==> config.mk <==
export PLATFORM = sky130hd
export DESIGN_NAME = dma_bm_engine
export DESIGN_NICKNAME = d
export VERILOG_FILES = /design/src/rtl/dma_pkg.sv /design/src/rtl/dma_regs.sv /design/src/rtl/dma_desc_seq.sv /design/src/rtl/dma_region_mover.sv /design/src/rtl/dma_bm_engine.sv
export SDC_FILE = /design/constraint.sdc
export NUM_CORES = 1
export LEC_CHECK = 0
export BUFFER_PORTS_ARGS = -buffer_cell sky130_fd_sc_hd__buf_2
export CAP_MARGIN = 20
export CORE_ASPECT_RATIO = 0.6
export CORE_MARGIN = 10
export CORE_UTILIZATION = 30
export CTS_BUF_LIST = sky130_fd_sc_hd__clkbuf_16
export CTS_CLUSTER_DIAMETER = 30
export DETAILED_ROUTE_END_ITERATION = 6
export SYNTH_ARGS = -nofsm -noshare
export SYNTH_HDL_FRONTEND = slang
export SYNTH_HIERARCHICAL = 1
export SYNTH_SLANG_ARGS = --single-unit
==> constraint.sdc <==
create_clock -name clk -period 4.33 [get_ports clk]
set_input_delay 0.866 -clock clk [delete_from_list [all_inputs] [get_ports clk]]
set_output_delay 0.866 -clock clk [all_outputs]
set_load 0.05 [all_outputs]
==> src/rtl/dma_pkg.sv <==
package dma_pkg;
  localparam int ADDR_W      = 32;
  localparam int REG_W       = 32;
  localparam int DESC_STRIDE = 8;

  localparam logic [1:0] REG_CMD = 2'd0;
  localparam logic [1:0] REG_STS = 2'd1;
  localparam logic [1:0] REG_TBL = 2'd2;

  localparam int CMD_START = 0;
  localparam int CMD_DIR   = 3;
  localparam int STS_ACT   = 0;
  localparam int STS_ERR   = 1;
  localparam int STS_IRQ   = 2;

  typedef enum logic [1:0] {
    S_IDLE  = 2'd0,
    S_FETCH = 2'd1,
    S_MOVE  = 2'd2,
    S_DONE  = 2'd3
  } seq_state_t;
endpackage

==> src/rtl/dma_regs.sv <==
module dma_regs import dma_pkg::*; (
  input  logic              clk,
  input  logic              rst_n,
  input  logic              reg_wr,
  input  logic [1:0]        reg_addr,
  input  logic [REG_W-1:0]  reg_wdata,
  output logic [REG_W-1:0]  reg_rdata,
  input  logic              drive_irq,
  input  logic              seq_done,
  input  logic              seq_err,
  output logic              start_pulse,
  output logic              stop_pulse,
  output logic              dir,
  output logic [ADDR_W-1:0] tbl_base
);
  localparam logic [ADDR_W-1:0] ALIGN_MASK = ~ADDR_W'(DESC_STRIDE - 1);

  logic              start_q, start_d;
  logic              dir_q, dir_d;
  logic [ADDR_W-1:0] tbl_q, tbl_d;
  logic              act_q, act_d;
  logic              err_q, err_d;
  logic              irq_q, irq_d;
  logic              wr_cmd, wr_sts, wr_tbl;

  assign wr_cmd = reg_wr && (reg_addr == REG_CMD);
  assign wr_sts = reg_wr && (reg_addr == REG_STS);
  assign wr_tbl = reg_wr && (reg_addr == REG_TBL);

  assign start_pulse = wr_cmd && reg_wdata[CMD_START] && !start_q;
  assign stop_pulse  = wr_cmd && !reg_wdata[CMD_START] && start_q;

  always_comb begin
    start_d = start_q;
    dir_d   = dir_q;
    tbl_d   = tbl_q;
    act_d   = act_q;
    err_d   = err_q;
    irq_d   = irq_q;
    if (wr_cmd)      start_d = reg_wdata[CMD_START];
    if (start_pulse) dir_d   = reg_wdata[CMD_DIR];
    if (wr_tbl)      tbl_d   = reg_wdata[ADDR_W-1:0] & ALIGN_MASK;
    if (start_pulse)                 act_d = 1'b1;
    else if (seq_done || stop_pulse) act_d = 1'b0;
    if (wr_sts && reg_wdata[STS_ERR]) err_d = 1'b0;
    if (seq_err)                      err_d = 1'b1;
    if (wr_sts && reg_wdata[STS_IRQ]) irq_d = 1'b0;
    if (drive_irq)                    irq_d = 1'b1;
  end

  always_ff @(posedge clk or negedge rst_n) begin
    if (!rst_n) begin
      start_q <= 1'b0;
      dir_q   <= 1'b0;
      tbl_q   <= '0;
      act_q   <= 1'b0;
      err_q   <= 1'b0;
      irq_q   <= 1'b0;
    end else begin
      start_q <= start_d;
      dir_q   <= dir_d;
      tbl_q   <= tbl_d;
      act_q   <= act_d;
      err_q   <= err_d;
      irq_q   <= irq_d;
    end
  end

  always_comb begin
    reg_rdata = '0;
    case (reg_addr)
      REG_CMD: begin
        reg_rdata[CMD_START] = start_q;
        reg_rdata[CMD_DIR]   = dir_q;
      end
      REG_STS: begin
        reg_rdata[STS_ACT] = act_q;
        reg_rdata[STS_ERR] = err_q;
        reg_rdata[STS_IRQ] = irq_q;
      end
      REG_TBL: reg_rdata[ADDR_W-1:0] = tbl_q;
      default: reg_rdata = '0;
    endcase
  end

  assign dir      = dir_q;
  assign tbl_base = tbl_q;

  assert_start_sets_active_R2: assert property (@(posedge clk) disable iff (!rst_n)
    start_pulse |=> act_q);
  assert_done_clears_active_R6: assert property (@(posedge clk) disable iff (!rst_n)
    seq_done |=> !act_q);
  assert_irq_latched_R10: assert property (@(posedge clk) disable iff (!rst_n)
    drive_irq |=> irq_q);
endmodule

==> src/rtl/dma_desc_seq.sv <==
module dma_desc_seq import dma_pkg::*; #(
  parameter int CNT_W = 16
) (
  input  logic                clk,
  input  logic                rst_n,
  input  logic                start_pulse,
  input  logic                stop_pulse,
  input  logic [ADDR_W-1:0]   tbl_base,
  output logic                desc_req,
  output logic [ADDR_W-1:0]   desc_addr,
  input  logic                desc_ack,
  input  logic [2*ADDR_W-1:0] desc_rdata,
  input  logic                drive_dmarq,
  input  logic                beat,
  input  logic                region_last,
  output logic                load,
  output logic [ADDR_W-1:0]   load_base,
  output logic [CNT_W-1:0]    load_cnt,
  output logic                moving,
  output logic                done_pulse,
  output logic                err_set,
  output logic                dmarq_mask
);
  localparam int EOT_BIT = 2*ADDR_W - 1;
  localparam logic [ADDR_W-1:0] STRIDE = ADDR_W'(DESC_STRIDE);

  seq_state_t        state_q, state_d;
  logic [ADDR_W-1:0] ptr_q, ptr_d;
  logic              eot_q, eot_d;
  logic              mask_q, mask_d;

  always_comb begin
    state_d    = state_q;
    ptr_d      = ptr_q;
    eot_d      = eot_q;
    mask_d     = mask_q;
    load       = 1'b0;
    done_pulse = 1'b0;
    if (stop_pulse) begin
      state_d = S_IDLE;
      mask_d  = 1'b1;
    end else begin
      case (state_q)
        S_IDLE: if (start_pulse) begin
          state_d = S_FETCH;
          ptr_d   = tbl_base;
          mask_d  = 1'b0;
        end
        S_FETCH: if (desc_ack) begin
          load    = 1'b1;
          eot_d   = desc_rdata[EOT_BIT];
          ptr_d   = ptr_q + STRIDE;
          state_d = S_MOVE;
        end
        S_MOVE: if (beat && region_last) begin
          if (eot_q) begin
            state_d    = S_DONE;
            mask_d     = 1'b1;
            done_pulse = 1'b1;
          end else begin
            state_d = S_FETCH;
          end
        end
        default: state_d = state_q;
      endcase
    end
  end

  always_ff @(posedge clk or negedge rst_n) begin
    if (!rst_n) begin
      state_q <= S_IDLE;
      ptr_q   <= '0;
      eot_q   <= 1'b0;
      mask_q  <= 1'b1;
    end else begin
      state_q <= state_d;
      ptr_q   <= ptr_d;
      eot_q   <= eot_d;
      mask_q  <= mask_d;
    end
  end

  assign desc_req   = (state_q == S_FETCH);
  assign desc_addr  = ptr_q;
  assign load_base  = desc_rdata[ADDR_W-1:0];
  assign load_cnt   = desc_rdata[ADDR_W +: CNT_W];
  assign moving     = (state_q == S_MOVE);
  assign err_set    = (state_q == S_DONE) && drive_dmarq;
  assign dmarq_mask = mask_q;

  assert_fetch_once_R2: assert property (@(posedge clk) disable iff (!rst_n)
    (desc_req && desc_ack) |=> !desc_req);
  assert_masked_outside_run_R6: assert property (@(posedge clk) disable iff (!rst_n)
    (state_q == S_IDLE || state_q == S_DONE) |-> mask_q);
  assert_stop_halts_R11: assert property (@(posedge clk) disable iff (!rst_n)
    stop_pulse |=> (!desc_req && !moving));
endmodule

==> src/rtl/dma_region_mover.sv <==
module dma_region_mover import dma_pkg::*; #(
  parameter int CNT_W      = 16,
  parameter int BEAT_BYTES = 4
) (
  input  logic              clk,
  input  logic              rst_n,
  input  logic              load,
  input  logic [ADDR_W-1:0] load_base,
  input  logic [CNT_W-1:0]  load_cnt,
  input  logic              moving,
  input  logic              drive_dmarq,
  input  logic              mv_ready,
  output logic              mv_valid,
  output logic [ADDR_W-1:0] mv_addr,
  output logic              beat,
  output logic              region_last
);
  localparam int REM_W = CNT_W + 1;
  localparam logic [REM_W-1:0]  BEAT_REM    = REM_W'(BEAT_BYTES);
  localparam logic [ADDR_W-1:0] BEAT_ADR    = ADDR_W'(BEAT_BYTES);
  localparam logic [REM_W-1:0]  FULL_REGION = {1'b1, {CNT_W{1'b0}}};

  logic [REM_W-1:0]  rem_q, rem_d;
  logic [ADDR_W-1:0] addr_q, addr_d;

  assign mv_valid    = moving && drive_dmarq;
  assign beat        = mv_valid && mv_ready;
  assign region_last = (rem_q <= BEAT_REM);
  assign mv_addr     = addr_q;

  always_comb begin
    rem_d  = rem_q;
    addr_d = addr_q;
    if (load) begin
      rem_d  = (load_cnt == '0) ? FULL_REGION : {1'b0, load_cnt};
      addr_d = load_base;
    end else if (beat) begin
      rem_d  = rem_q - BEAT_REM;
      addr_d = addr_q + BEAT_ADR;
    end
  end

  always_ff @(posedge clk or negedge rst_n) begin
    if (!rst_n) begin
      rem_q  <= '0;
      addr_q <= '0;
    end else begin
      rem_q  <= rem_d;
      addr_q <= addr_d;
    end
  end

  assert_addr_step_R3: assert property (@(posedge clk) disable iff (!rst_n)
    (beat && !region_last) |=> (mv_addr == $past(mv_addr) + BEAT_ADR));
  assert_rem_nonzero_R3: assert property (@(posedge clk) disable iff (!rst_n)
    moving |-> (rem_q != '0));
endmodule

==> src/rtl/dma_bm_engine.sv <==
module dma_bm_engine import dma_pkg::*; #(
  parameter int CNT_W      = 16,
  parameter int BEAT_BYTES = 4
) (
  input  logic                clk,
  input  logic                rst_n,
  input  logic                reg_wr,
  input  logic [1:0]          reg_addr,
  input  logic [REG_W-1:0]    reg_wdata,
  output logic [REG_W-1:0]    reg_rdata,
  output logic                desc_req,
  output logic [ADDR_W-1:0]   desc_addr,
  input  logic                desc_ack,
  input  logic [2*ADDR_W-1:0] desc_rdata,
  output logic                mv_valid,
  output logic                mv_dir,
  output logic [ADDR_W-1:0]   mv_addr,
  input  logic                mv_ready,
  input  logic                drive_dmarq,
  input  logic                drive_irq,
  output logic                dmarq_mask
);
  logic [1:0]        rst_sync;
  logic              rst_int_n;
  logic              start_pulse, stop_pulse, dir;
  logic [ADDR_W-1:0] tbl_base;
  logic              load, moving, done_pulse, err_set;
  logic [ADDR_W-1:0] load_base;
  logic [CNT_W-1:0]  load_cnt;
  logic              beat, region_last;

  always_ff @(posedge clk or negedge rst_n) begin
    if (!rst_n) rst_sync <= 2'b00;
    else        rst_sync <= {rst_sync[0], 1'b1};
  end
  assign rst_int_n = rst_sync[1];

  dma_regs u_regs (
    .clk(clk), .rst_n(rst_int_n),
    .reg_wr(reg_wr), .reg_addr(reg_addr), .reg_wdata(reg_wdata), .reg_rdata(reg_rdata),
    .drive_irq(drive_irq), .seq_done(done_pulse), .seq_err(err_set),
    .start_pulse(start_pulse), .stop_pulse(stop_pulse), .dir(dir), .tbl_base(tbl_base)
  );

  dma_desc_seq #(.CNT_W(CNT_W)) u_seq (
    .clk(clk), .rst_n(rst_int_n),
    .start_pulse(start_pulse), .stop_pulse(stop_pulse), .tbl_base(tbl_base),
    .desc_req(desc_req), .desc_addr(desc_addr), .desc_ack(desc_ack), .desc_rdata(desc_rdata),
    .drive_dmarq(drive_dmarq), .beat(beat), .region_last(region_last),
    .load(load), .load_base(load_base), .load_cnt(load_cnt), .moving(moving),
    .done_pulse(done_pulse), .err_set(err_set), .dmarq_mask(dmarq_mask)
  );

  dma_region_mover #(.CNT_W(CNT_W), .BEAT_BYTES(BEAT_BYTES)) u_mover (
    .clk(clk), .rst_n(rst_int_n),
    .load(load), .load_base(load_base), .load_cnt(load_cnt),
    .moving(moving), .drive_dmarq(drive_dmarq), .mv_ready(mv_ready),
    .mv_valid(mv_valid), .mv_addr(mv_addr), .beat(beat), .region_last(region_last)
  );

  assign mv_dir = dir;

  assert_no_beat_masked_R4: assert property (@(posedge clk) disable iff (!rst_int_n)
    dmarq_mask |-> !mv_valid);
  assert_dir_held_R7: assert property (@(posedge clk) disable iff (!rst_int_n)
    (moving && $past(moving)) |-> $stable(mv_dir));
endmodule

==> results of run 1 <==
## stage by stage
stage | total power [uW] | utilization, % | cells
6_report | 6804 | 36.89 | 1213
5_1_grt | 7281 | 36.89 | 1213
4_1_cts | 6874 | 36.89 | 1213
3_5_place_dp | 5466 | 34.46 | 1181
3_3_place_gp | 5407 | 34.46 | 1181
2_1_floorplan | 4558 | - | 754
## worst max-delay path by stage
stage	slack, ps	endpoint
6_report	1180	reg_rdata[10]
5_1_grt	1040	reg_rdata[9]
4_1_cts	1150	reg_rdata[8]
3_5_place_dp	910	u_seq/desc_addr[23]$_DFFE_PN0P_
3_3_place_gp	920	u_seq/desc_addr[21]$_DFFE_PN0P_
2_1_floorplan	710	u_mover/mv_addr[0]$_DFFE_PN0P_
## kinds of logic (layout without fill, tap and decap cells)
family / after synthesis / after routing / share of synthesized area [%]
multiplexers: 59 / 59 / 9.060
flip-flops: 121 / 121 / 42.68
XOR/XNOR: 16 / 16 / 1.974
AND/OR/NAND/NOR: 308 / 308 / 24.43
adder cells (fa/ha/maj): 8 / 8 / 1.410
buffers and inverters: 100 / 244 / 8.584
AO/OA/AOI/OAI: 138 / 138 / 11.76
other: 2 / 4 / 0.1058
## registers in the layout, indices dropped and copies added, names as in the netlist
signal	flops
u_mover/mv_addr	32
u_seq/desc_addr	32
u_regs/tbl_base	29
u_mover/rem_q	17
rst_sync	2
u_seq/state_q	2
u_regs/act_q	1
u_regs/dir	1
u_regs/err_q	1
u_regs/irq_q	1
u_regs/start_q	1
u_seq/dmarq_mask	1
u_seq/eot_q	1
## power by group
group          switching [uW]  internal [uW]  leakage, uW  total (uW)
Sequential                567           1590      0.00143        2160
Combinational            2300            967      0.00205        3270
Clock                     541            836     0.000273        1380
Total                    3410           3390      0.00375        6800
## layout make-up
cell class	instances	area, um^2	area share, %
clock inverter	15	137.6	1.609
tap	315	394.1	4.608
clock buffer	17	425.4	4.974
inverter	15	56.30	0.6583
sequential	121	3033	35.46
multi-input combinational	533	3476	40.64
timing repair buffer	197	1031	12.05
## routing by layer
metal	up-vias	global-route usage [%]	share of wire, %
met3	17	5.033	6.6
met2	158	20.06	42
met5	-	0	0.060
li1	2962	-	-
met4	2	3.421	0.72
met1	2915	19.93	50
## synthesized netlist by cell type, types with 5 or more instances
library cell,number
ha_1,8
nor3_1,9
nor4_1,8
o31ai_1,18
and3_1,8
xnor2_1,12
mux2_2,41
nand3_1,40
buf_4,51
and2_1,38
or4_1,25
dfrtp_1,120
o21ai_0,35
inv_1,14
o22ai_1,23
nand4_1,17
a21oi_1,25
mux2i_1,17
a31oi_1,24
clkbuf_1,25
nor2_1,46
and4_1,6
or3_1,11
buf_6,5
nand2_1,68
==> impl_results.md, run 1 <==
- CTS tree: done
- Post-synth EDFFs: 0
- Max-slew violation count: 0
- Antenna Cells: 0
- Final setup viols: 0
- PwrDens: slightly below 800 nW/um^2
- Worst EP arrival: around 2300 ps
- Largest net degree at the start of global routing: 71
- Row cnt: 43
- Critical-path top delay cell: and2b_1
- Dpl hpwl: between 15000 and 20000 um
- Max Cap Violations: 0
- Status: completed
- Post-route cell area: approximately 8600 um^2
- Number of detailed-route iterations in the first pass: 5
- # resized after CTS: 0
- IO Port Bufs: roughly 190
- Max incr delay on CP: approximately 760 ps
- Final net count: about 1000
- Vias/cell: around 5.0
- Unrepaired setup endpoints after global routing: no
- First-pass GRT wire length: 34400 um
- Worst Path Required: approximately 3500 ps
- Setup TNS: 0 ps
- Slew headroom: a little over two fifths
- I/O pins: 205
- Worst Setup Start Kind: primary input
- Clock tree sinks: 121
- Routed wire length: 21590 um
- DR iter-0 viols: slightly below 400
- Levels on crit path: 4
- Slew of the pin with the lowest slew margin: a little under 900 ps
- Routed Antenna Nets: 0
- Filler Cell Count: 2370
- Vias in the first global route: a little over 6000
- Layout cells sized above 1: between 30 and 40%
- Initial Util: a little under a third
- CP Max Fanout: 29
- Final Hold Fails: 0
- Cts bufs inserted: 17
- Clock Pin Slew Worst Setup and Hold Paths: roughly 60 ps
- Final period util: between 70% and 80%
- Yosys reg bits: ~120
- Max clock buf depth: 2
- Reg2reg path depth: 9
- CTS HTree Levels: 4
- Leak: 0.003747 uW
- Most common cell after layout, fill and taps aside: buf_2
- Yosys cell types: 56
- Final min period: 3149 ps
- Wire per inst: about 18 um
- Most frequent cells in the layout: 189 x buf_2, 119 x dfrtp_1, 68 x nand2_1, 46 x nor2_1, 41 x mux2_2
- Worst path top cell family by delay: simple AND/OR/NAND/NOR gates
- Total GRT Usage: between 10% and 20%
- Fmax: ~320 MHz
- Warnings, synthesis: 6
- Cells after synthesis: 752
- Area Overhead vs Synth: 20.50%
- Setup WS pre-CTS: 912.8 ps
- Synthesized area: 7098 um^2
- Crit-path most repeated cell: buf_2
- Final WS setup: between 1000 and 1500 ps
- Hold_ws: between 200 and 250 ps
- Clk_lat worst skew: between 400 and 500 ps
- Main area contributors after synthesis: dfrtp_1 42%, mux2_2 6.5%, buf_4 5.4%, nand2_1 3.6%, and2_1 3.3%
- Setup Buffers After CTS: 0
- R2R Path End: u_mover/rem_q[16]$_DFFE_PN0N_
- Clock root cell: clkbuf_16
- CP Capture Type: output pin
- CP Class: in -> out
- VDD IR max: approximately 330 uV
- R2R setup slack: 1530 ps
- CTS hold repair buffers: 0
- Initial antenna violation count: 2
- Async set-reset flop share out of synthesis: between 90% and 100%
- GRT Residual Overflow: 0
- Core area: ~23000 um^2
- Die area: slightly above 30000 um^2
- Mapped Avg Cell Area: between 9 and 10 um^2
- Clock skew: 12.59 ps
- Cell Chain, Critical Path: buf_2 > and2b_1 > and2_1 > buf_2
- Die X: about 220 um
- Critical path buffers and inverters: 2
- Post-synth top flop: dfrtp_1
- RePlAce Congestion: about 0.8
- Top cell type's share of synthesized area: ~42%
- Die Y: 139.1 um
- Crit path launch: reg_addr[0]
- Cell type with the largest total area after synthesis: dfrtp_1
- Sequential area share after synthesis: 42.68%
- Hold WC Path Type: in -> async
- DR DRC count: 0
- Via count: slightly above 6000
- Placed cell areas: about 8000 um^2
- Worst R2R Start: u_seq/state_q[1]$_DFFE_PN0P_
Power figures use the tool's default switching activity.
==> inputs of run 2 (changes only) <==
clock period = 2.6 ns   (was 4.33 ns; I/O delays follow)
==> impl_results.md, run 2 (synthesis results as in run 1) <==
- Status: completed
- RePlAce Congestion: 0.7903 (-1.3%)
- Initial antenna violation count: 5 (+3)
- Metal3 WL: 1718 um (+21%)
- Die Y: 139.1 um (unchanged)
- Antenna Cells: 0 (unchanged)
- CP Capture Type: register
- Clock tree sinks: 121 (unchanged)
- Largest net degree at the start of global routing: 50 (-30%)
- Final Hold Fails: 0 (unchanged)
- Clock root cell: clkbuf_16
- CTS tree: done
- DR top layer: met5
- Leak: 0.003918 uW (+4.6%)
- Reg area: 3033 um^2 (unchanged)
- Sequential Power Share: 30.7% (-1.0 points)
- Max Cap Violations: 0 (unchanged)
- CP Class: reg -> reg
- Slew headroom: 59.27% (+17 points)
- Dpl hpwl: 16560 um (+0.97%)
- CTS HTree Levels: 4 (unchanged)
- I/O pins: 205 (unchanged)
- Slew of the pin with the lowest slew margin: 610.9 ps (-254.9 ps)
- Hold_ws: 254.3 ps (+25.75 ps)
- Final Instance Count excl. Fillers: 1237 (+2.0%)
- DR DRC count: 0 (unchanged)
- Met2 wire len: 9124 um (-0.25%)
- Worst EP arrival: 2740 ps (+460 ps)
- Hold WC Path Type: in -> reg
- Switching pwr: 5777 uW (+69%)
- Clock Pin Slew Worst Setup and Hold Paths: 60 ps (about the same)
- CP Max Fanout: 21 (-28%)
- VDD IR max: 383.3 uV (+15%)
- DR iter-0 viols: 591 (+50%)
- Routed Antenna Nets: 0 (unchanged)
- Post-Route M1 WL: 10860 um (about the same)
- GRT Residual Overflow: 0 (unchanged)
- Fmax: around 420 MHz
- Sw Share: 49.35% (-0.79 points)
- Row cnt: 43 (unchanged)
- Unrepaired setup endpoints after global routing: no
- IO Port Bufs: 189 (unchanged)
- Filler Cell Count: 2339 (-1.3%)
- Number of detailed-route iterations in the first pass: 5 (unchanged)
- Clock power frac: 20.9% (+0.7 points)
- Die area: 30410 um^2 (unchanged)
- Setup WS pre-CTS: -45.41 ps (-958.2 ps)
- Cts bufs inserted: 17 (unchanged)
- Most frequent cells in the layout: 189 x buf_2, 119 x dfrtp_1, 68 x nand2_1, 45 x nor2_1, 41 x mux2_2
- Pint: 5930 uW (+75%)
- Final period util: between 90% and 100%
- Total GRT Usage: 14.26% (+0.074 points)
- Routed wire length: 21910 um (+1.5%)
- Worst Path Required: 2960 ps (-500 ps)
- Core area: 23190 um^2 (unchanged)
- Clock skew: 12.23 ps (-0.3673 ps)
- Area Overhead vs Synth: 24.89%
- Worst Setup Start Kind: register
- Hold depth: 2
- Clk_lat worst skew: 440 ps (about the same)
- Placed Cells: 1200 (+1.6%)
- Initial Util: 30.61% (unchanged)
- Wire per inst: 17.71 um (-0.50%)
- Combinational group share of total power: 48.4% (+0.3 points)
- Final WS setup: 217.4 ps (-963.4 ps)
- Final min period: between 2000 and 2500 ps
- Reg2reg path depth: 6 (-3)
- Die X: 218.6 um (unchanged)
- Final net count: 1022 (+2.4%)
- PwrDens: 1321 nW/um^2 (+66%)
- Max clock buf depth: 2 (unchanged)
- Via count: 6159 (+1.7%)
- Setup TNS: 0 ps (unchanged)
- Area of the multi-input gates: 3506 um^2 (+0.86%)
- First-pass GRT wire length: 34040 um (-1.0%)
- Total power: 11710 uW (+72%)
- Final setup viols: 0 (unchanged)
- Vias in the first global route: 5791 (-4.4%)
- Layout cells sized above 1: 34.38% (+2.3 points)
- Most common cell after layout, fill and taps aside: buf_2
- R2R setup slack: 220 ps (-1310 ps)
- Max-slew violation count: 0 (unchanged)
- Vias/cell: 4.979 (-0.24%)
==> run 2: power groups by stage <==
stage / logic [uW] / clock network [uW] / registers (uW)
after floorplan: 2510 / 0 / 5090
after global placement: 5600 / 0 / 3570
after detailed placement: 5660 / 0 / 3600
after CTS: 5680 / 2510 / 3580
after global routing: 6090 / 2610 / 3740
final: 5670 / 2450 / 3590
==> run 2: final timing paths <==
check                                                  endpoint                         start
min in group asynchronous              u_regs/act_q$_DFFE_PN0P_         rst_sync[1]$_DFF_PN0_
max in group asynchronous       u_mover/mv_addr[24]$_DFFE_PN0N_         rst_sync[1]$_DFF_PN0_
worst max-delay path            u_mover/mv_addr[28]$_DFFE_PN0N_  u_seq/state_q[0]$_DFFE_PN0P_
worst min-delay path                   u_regs/irq_q$_DFFE_PN0P_                     drive_irq
worst min register to register         u_regs/act_q$_DFFE_PN0P_         rst_sync[1]$_DFF_PN0_
worst max register to register  u_mover/mv_addr[28]$_DFFE_PN0N_  u_seq/state_q[0]$_DFFE_PN0P_
==> run 2: metal layers <==
metal | vias to the layer above | GRT usage, %
met2 | 172 | 19.20
met1 | 2949 | 20.10
li1 | 3013 | -
met4 | 2 | 3.202
met5 | - | 0
met3 | 23 | 6.383
==> run 2: worst max-delay path, stage by stage, from the launching register on <==
cell and delay (ps):
dfrtp_1 420, inv_1 100, ha_1 250, nand4_2 170, or4_4 650, or4_1 540, a31oi_1 170
==> run 2: cell type report <==
class | instances | area share [%]
flip-flops and latches | 121 | 34.21
clock inverters | 15 | 1.962
clock buffers | 17 | 4.799
repair buffers | 221 | 14.40
well taps | 315 | 4.446
multi-input cells | 533 | 39.55
inverters | 15 | 0.6351
==> run 2: timing repair <==
| action | CTS | global route |
|---|---|---|
| endpoints found under the hold margin | 2 | 0 |
| setup endpoints to repair | 2 | 3 |
| setup buffers | 0 | 4 |
| pin swaps | 0 | 1 |
| resized for setup | 1 | 3 |
| hold buffers | 1 | 0 |
==> run 2: through the flow <==
step	utilization, %	area (um^2)
floorplan	-	7116
global placement	35.37	8203
detailed placement	35.37	8203
CTS	38.03	8818
global route	38.23	8865
finish	38.23	8865
==> inputs of run 3 (changes only) <==
BUFFER_PORTS_ARGS = -buffer_cell sky130_fd_sc_hd__buf_4   (was -buffer_cell sky130_fd_sc_hd__buf_2)
==> impl_results.md, run 3 (synthesis results as in run 1) <==
- Core area: 23190 um^2 (unchanged)
- Worst Path Required: 2900 ps (-60 ps)
- Clock skew: 13.83 ps (+1.608 ps)
- Final period util: 93.20% (+1.6 points)
- Die area: 30410 um^2 (unchanged)
- Via count: 6238 (+1.3%)
- Die Y: 139.1 um (unchanged)
- Total GRT Usage: 14.37% (+0.11 points)
- Vias in the first global route: 5931 (+2.4%)
- CP Max Fanout: 7 (-67%)
- CTS tree: done
- Largest net degree at the start of global routing: 67 (+34%)
- Hold WC Path Type: reg -> async
- Fmax: 412.7 MHz (-1.7%)
- VDD IR max: 494.9 uV (+29%)
- R2R Path End: u_regs/act_q$_DFFE_PN0P_
- Final net count: 1021 (-0.098%)
- IO Port Bufs: 189 (unchanged)
- GRT Residual Overflow: 0 (unchanged)
- Final setup viols: 0 (unchanged)
- Slew headroom: 59.08% (-0.19 points)
- Max Cap Violations: 0 (unchanged)
- Max-slew violation count: 0 (unchanged)
- RePlAce Congestion: 0.8175 (+3.4%)
- Vias/cell: 5.051 (+1.4%)
- DR iter-0 viols: 367 (-38%)
- Final min period: 2423 ps (+40.72 ps)
- Initial Util: 30.61% (unchanged)
- Dpl hpwl: 16660 um (+0.61%)
- Area of the multi-input gates: 3503 um^2 (about the same)
- I/O pins: 205 (unchanged)
- Clock Pin Slew Worst Setup and Hold Paths: 60 ps (about the same)
- Worst Setup Start Kind: register
- Wire per inst: 17.87 um (+0.91%)
- DR DRC count: 0 (unchanged)
- Clk_lat worst skew: 430 ps (about the same)
- Most frequent cells in the layout: 212 x buf_4, 119 x dfrtp_1, 68 x nand2_1, 46 x nor2_1, 41 x mux2_2
- Clock tree sinks: 121 (unchanged)
- Post-route cell area: 9290 um^2 (+4.8%)
- Area Overhead vs Synth: 30.88%
- First-pass GRT wire length: 34540 um (+1.5%)
- Routed wire length: 22080 um (+0.75%)
- CTS HTree Levels: 4 (unchanged)
- PwrDens: 1282 nW/um^2 (-3.0%)
- Reg area: 3033 um^2 (unchanged)
- Leak: 0.004033 uW (+2.9%)
- Placed cell areas: 8676 um^2 (+5.8%)
- Reg2reg path depth: 9 (+3)
- Worst EP arrival: 2730 ps (about the same)
- Antenna Cells: 0 (unchanged)
- R2R setup slack: 180 ps (-40 ps)
- Filler Cell Count: 2322 (-0.73%)
- Die X: 218.6 um (unchanged)
- Routed Antenna Nets: 0 (unchanged)
- Worst R2R Start: u_mover/rem_q[9]$_DFFE_PN0N_
- Initial antenna violation count: 0 (-5)
- Cts bufs inserted: 17 (unchanged)
- Final Hold Fails: 0 (unchanged)
- CP Class: reg -> reg
- Slew of the pin with the lowest slew margin: 608.3 ps (-2.694 ps)
- Max clock buf depth: 2 (unchanged)
- CP Capture Type: register
- Setup TNS: 0 ps (unchanged)
- Most common cell after layout, fill and taps aside: buf_4
- Row cnt: 43 (unchanged)
- Status: completed
- Number of detailed-route iterations in the first pass: 4 (-1)
- Setup WS pre-CTS: -42.17 ps (+3.238 ps)
- Clock root cell: clkbuf_16
- Final WS setup: 176.7 ps (-40.72 ps)
- Layout cells sized above 1: 34.13% (-0.25 points)
## run 3: routing by layer
layer	global-route usage [%]	share of wire, %
met1	20.53	49
met2	19.58	42
met3	5.708	7.6
met4	3.166	0.64
met5	0	0
## run 3: report_power, final
group	switching (uW)	internal, uW
sequential	947	2650
combinational	3900	2120
clock	895	1390
total	5740	6160
## run 3: worst max-delay path by stage
stage	start	endpoint	slack, ps	cells past startpoint
CTS	u_mover/rem_q[5]$_DFFE_PN0N_	u_seq/state_q[0]$_DFFE_PN0P_	50	10
floorplan	reg_addr[1]	u_seq/desc_addr[30]$_DFFE_PN0P_	6	8
finish	u_mover/rem_q[9]$_DFFE_PN0N_	u_regs/act_q$_DFFE_PN0P_	180	9
detailed placement	reg_addr[1]	u_seq/desc_addr[29]$_DFFE_PN0P_	-40	8
global placement	u_mover/rem_q[5]$_DFFE_PN0N_	u_seq/state_q[0]$_DFFE_PN0P_	-40	10
global route	u_mover/rem_q[11]$_DFFE_PN0N_	u_seq/state_q[0]$_DFFE_PN0P_	-30	10
## run 3: metrics by stage
stage | hold slack (ps) | instances | total power (uW) | util, %
after CTS | 238.6 | 1232 | 12000 | 39.91
after detailed placement | 243.1 | 1200 | 9652 | 37.41
after global routing | 239.1 | 1235 | 12670 | 40.06
after floorplan | 224.4 | 754 | 7597 | -
after global placement | 246.3 | 1200 | 9569 | 37.41
final | 231.1 | 1235 | 11910 | 40.06
## run 3: layout make-up
cell class / count / share of cell area (%)
inverters: 15 / 0.6061
multi-input cells: 533 / 37.71
well taps: 315 / 4.242
clock inverters: 14 / 1.468
flip-flops and latches: 121 / 32.65
clock buffers: 17 / 4.579
repair buffers: 220 / 18.75
## run 3: repair_timing
item                                    CTS  global route
endpoints found under the hold margin     2             0
resized for setup                         1             2
hold buffers                              1             0
pin swaps                                 0             1
endpoints found under the setup margin    3             3
setup buffers                             0             3
## run 3: worst max-delay path, cell delays in order (launching register included)
cell and delay (ps):
dfrtp_1 390, or3_1 410, or3_4 440, nor4b_4 250, buf_4 150, nand3_1 90, nor3b_1 260, nor2b_1 100
a31oi_1 140, o21ai_0 80
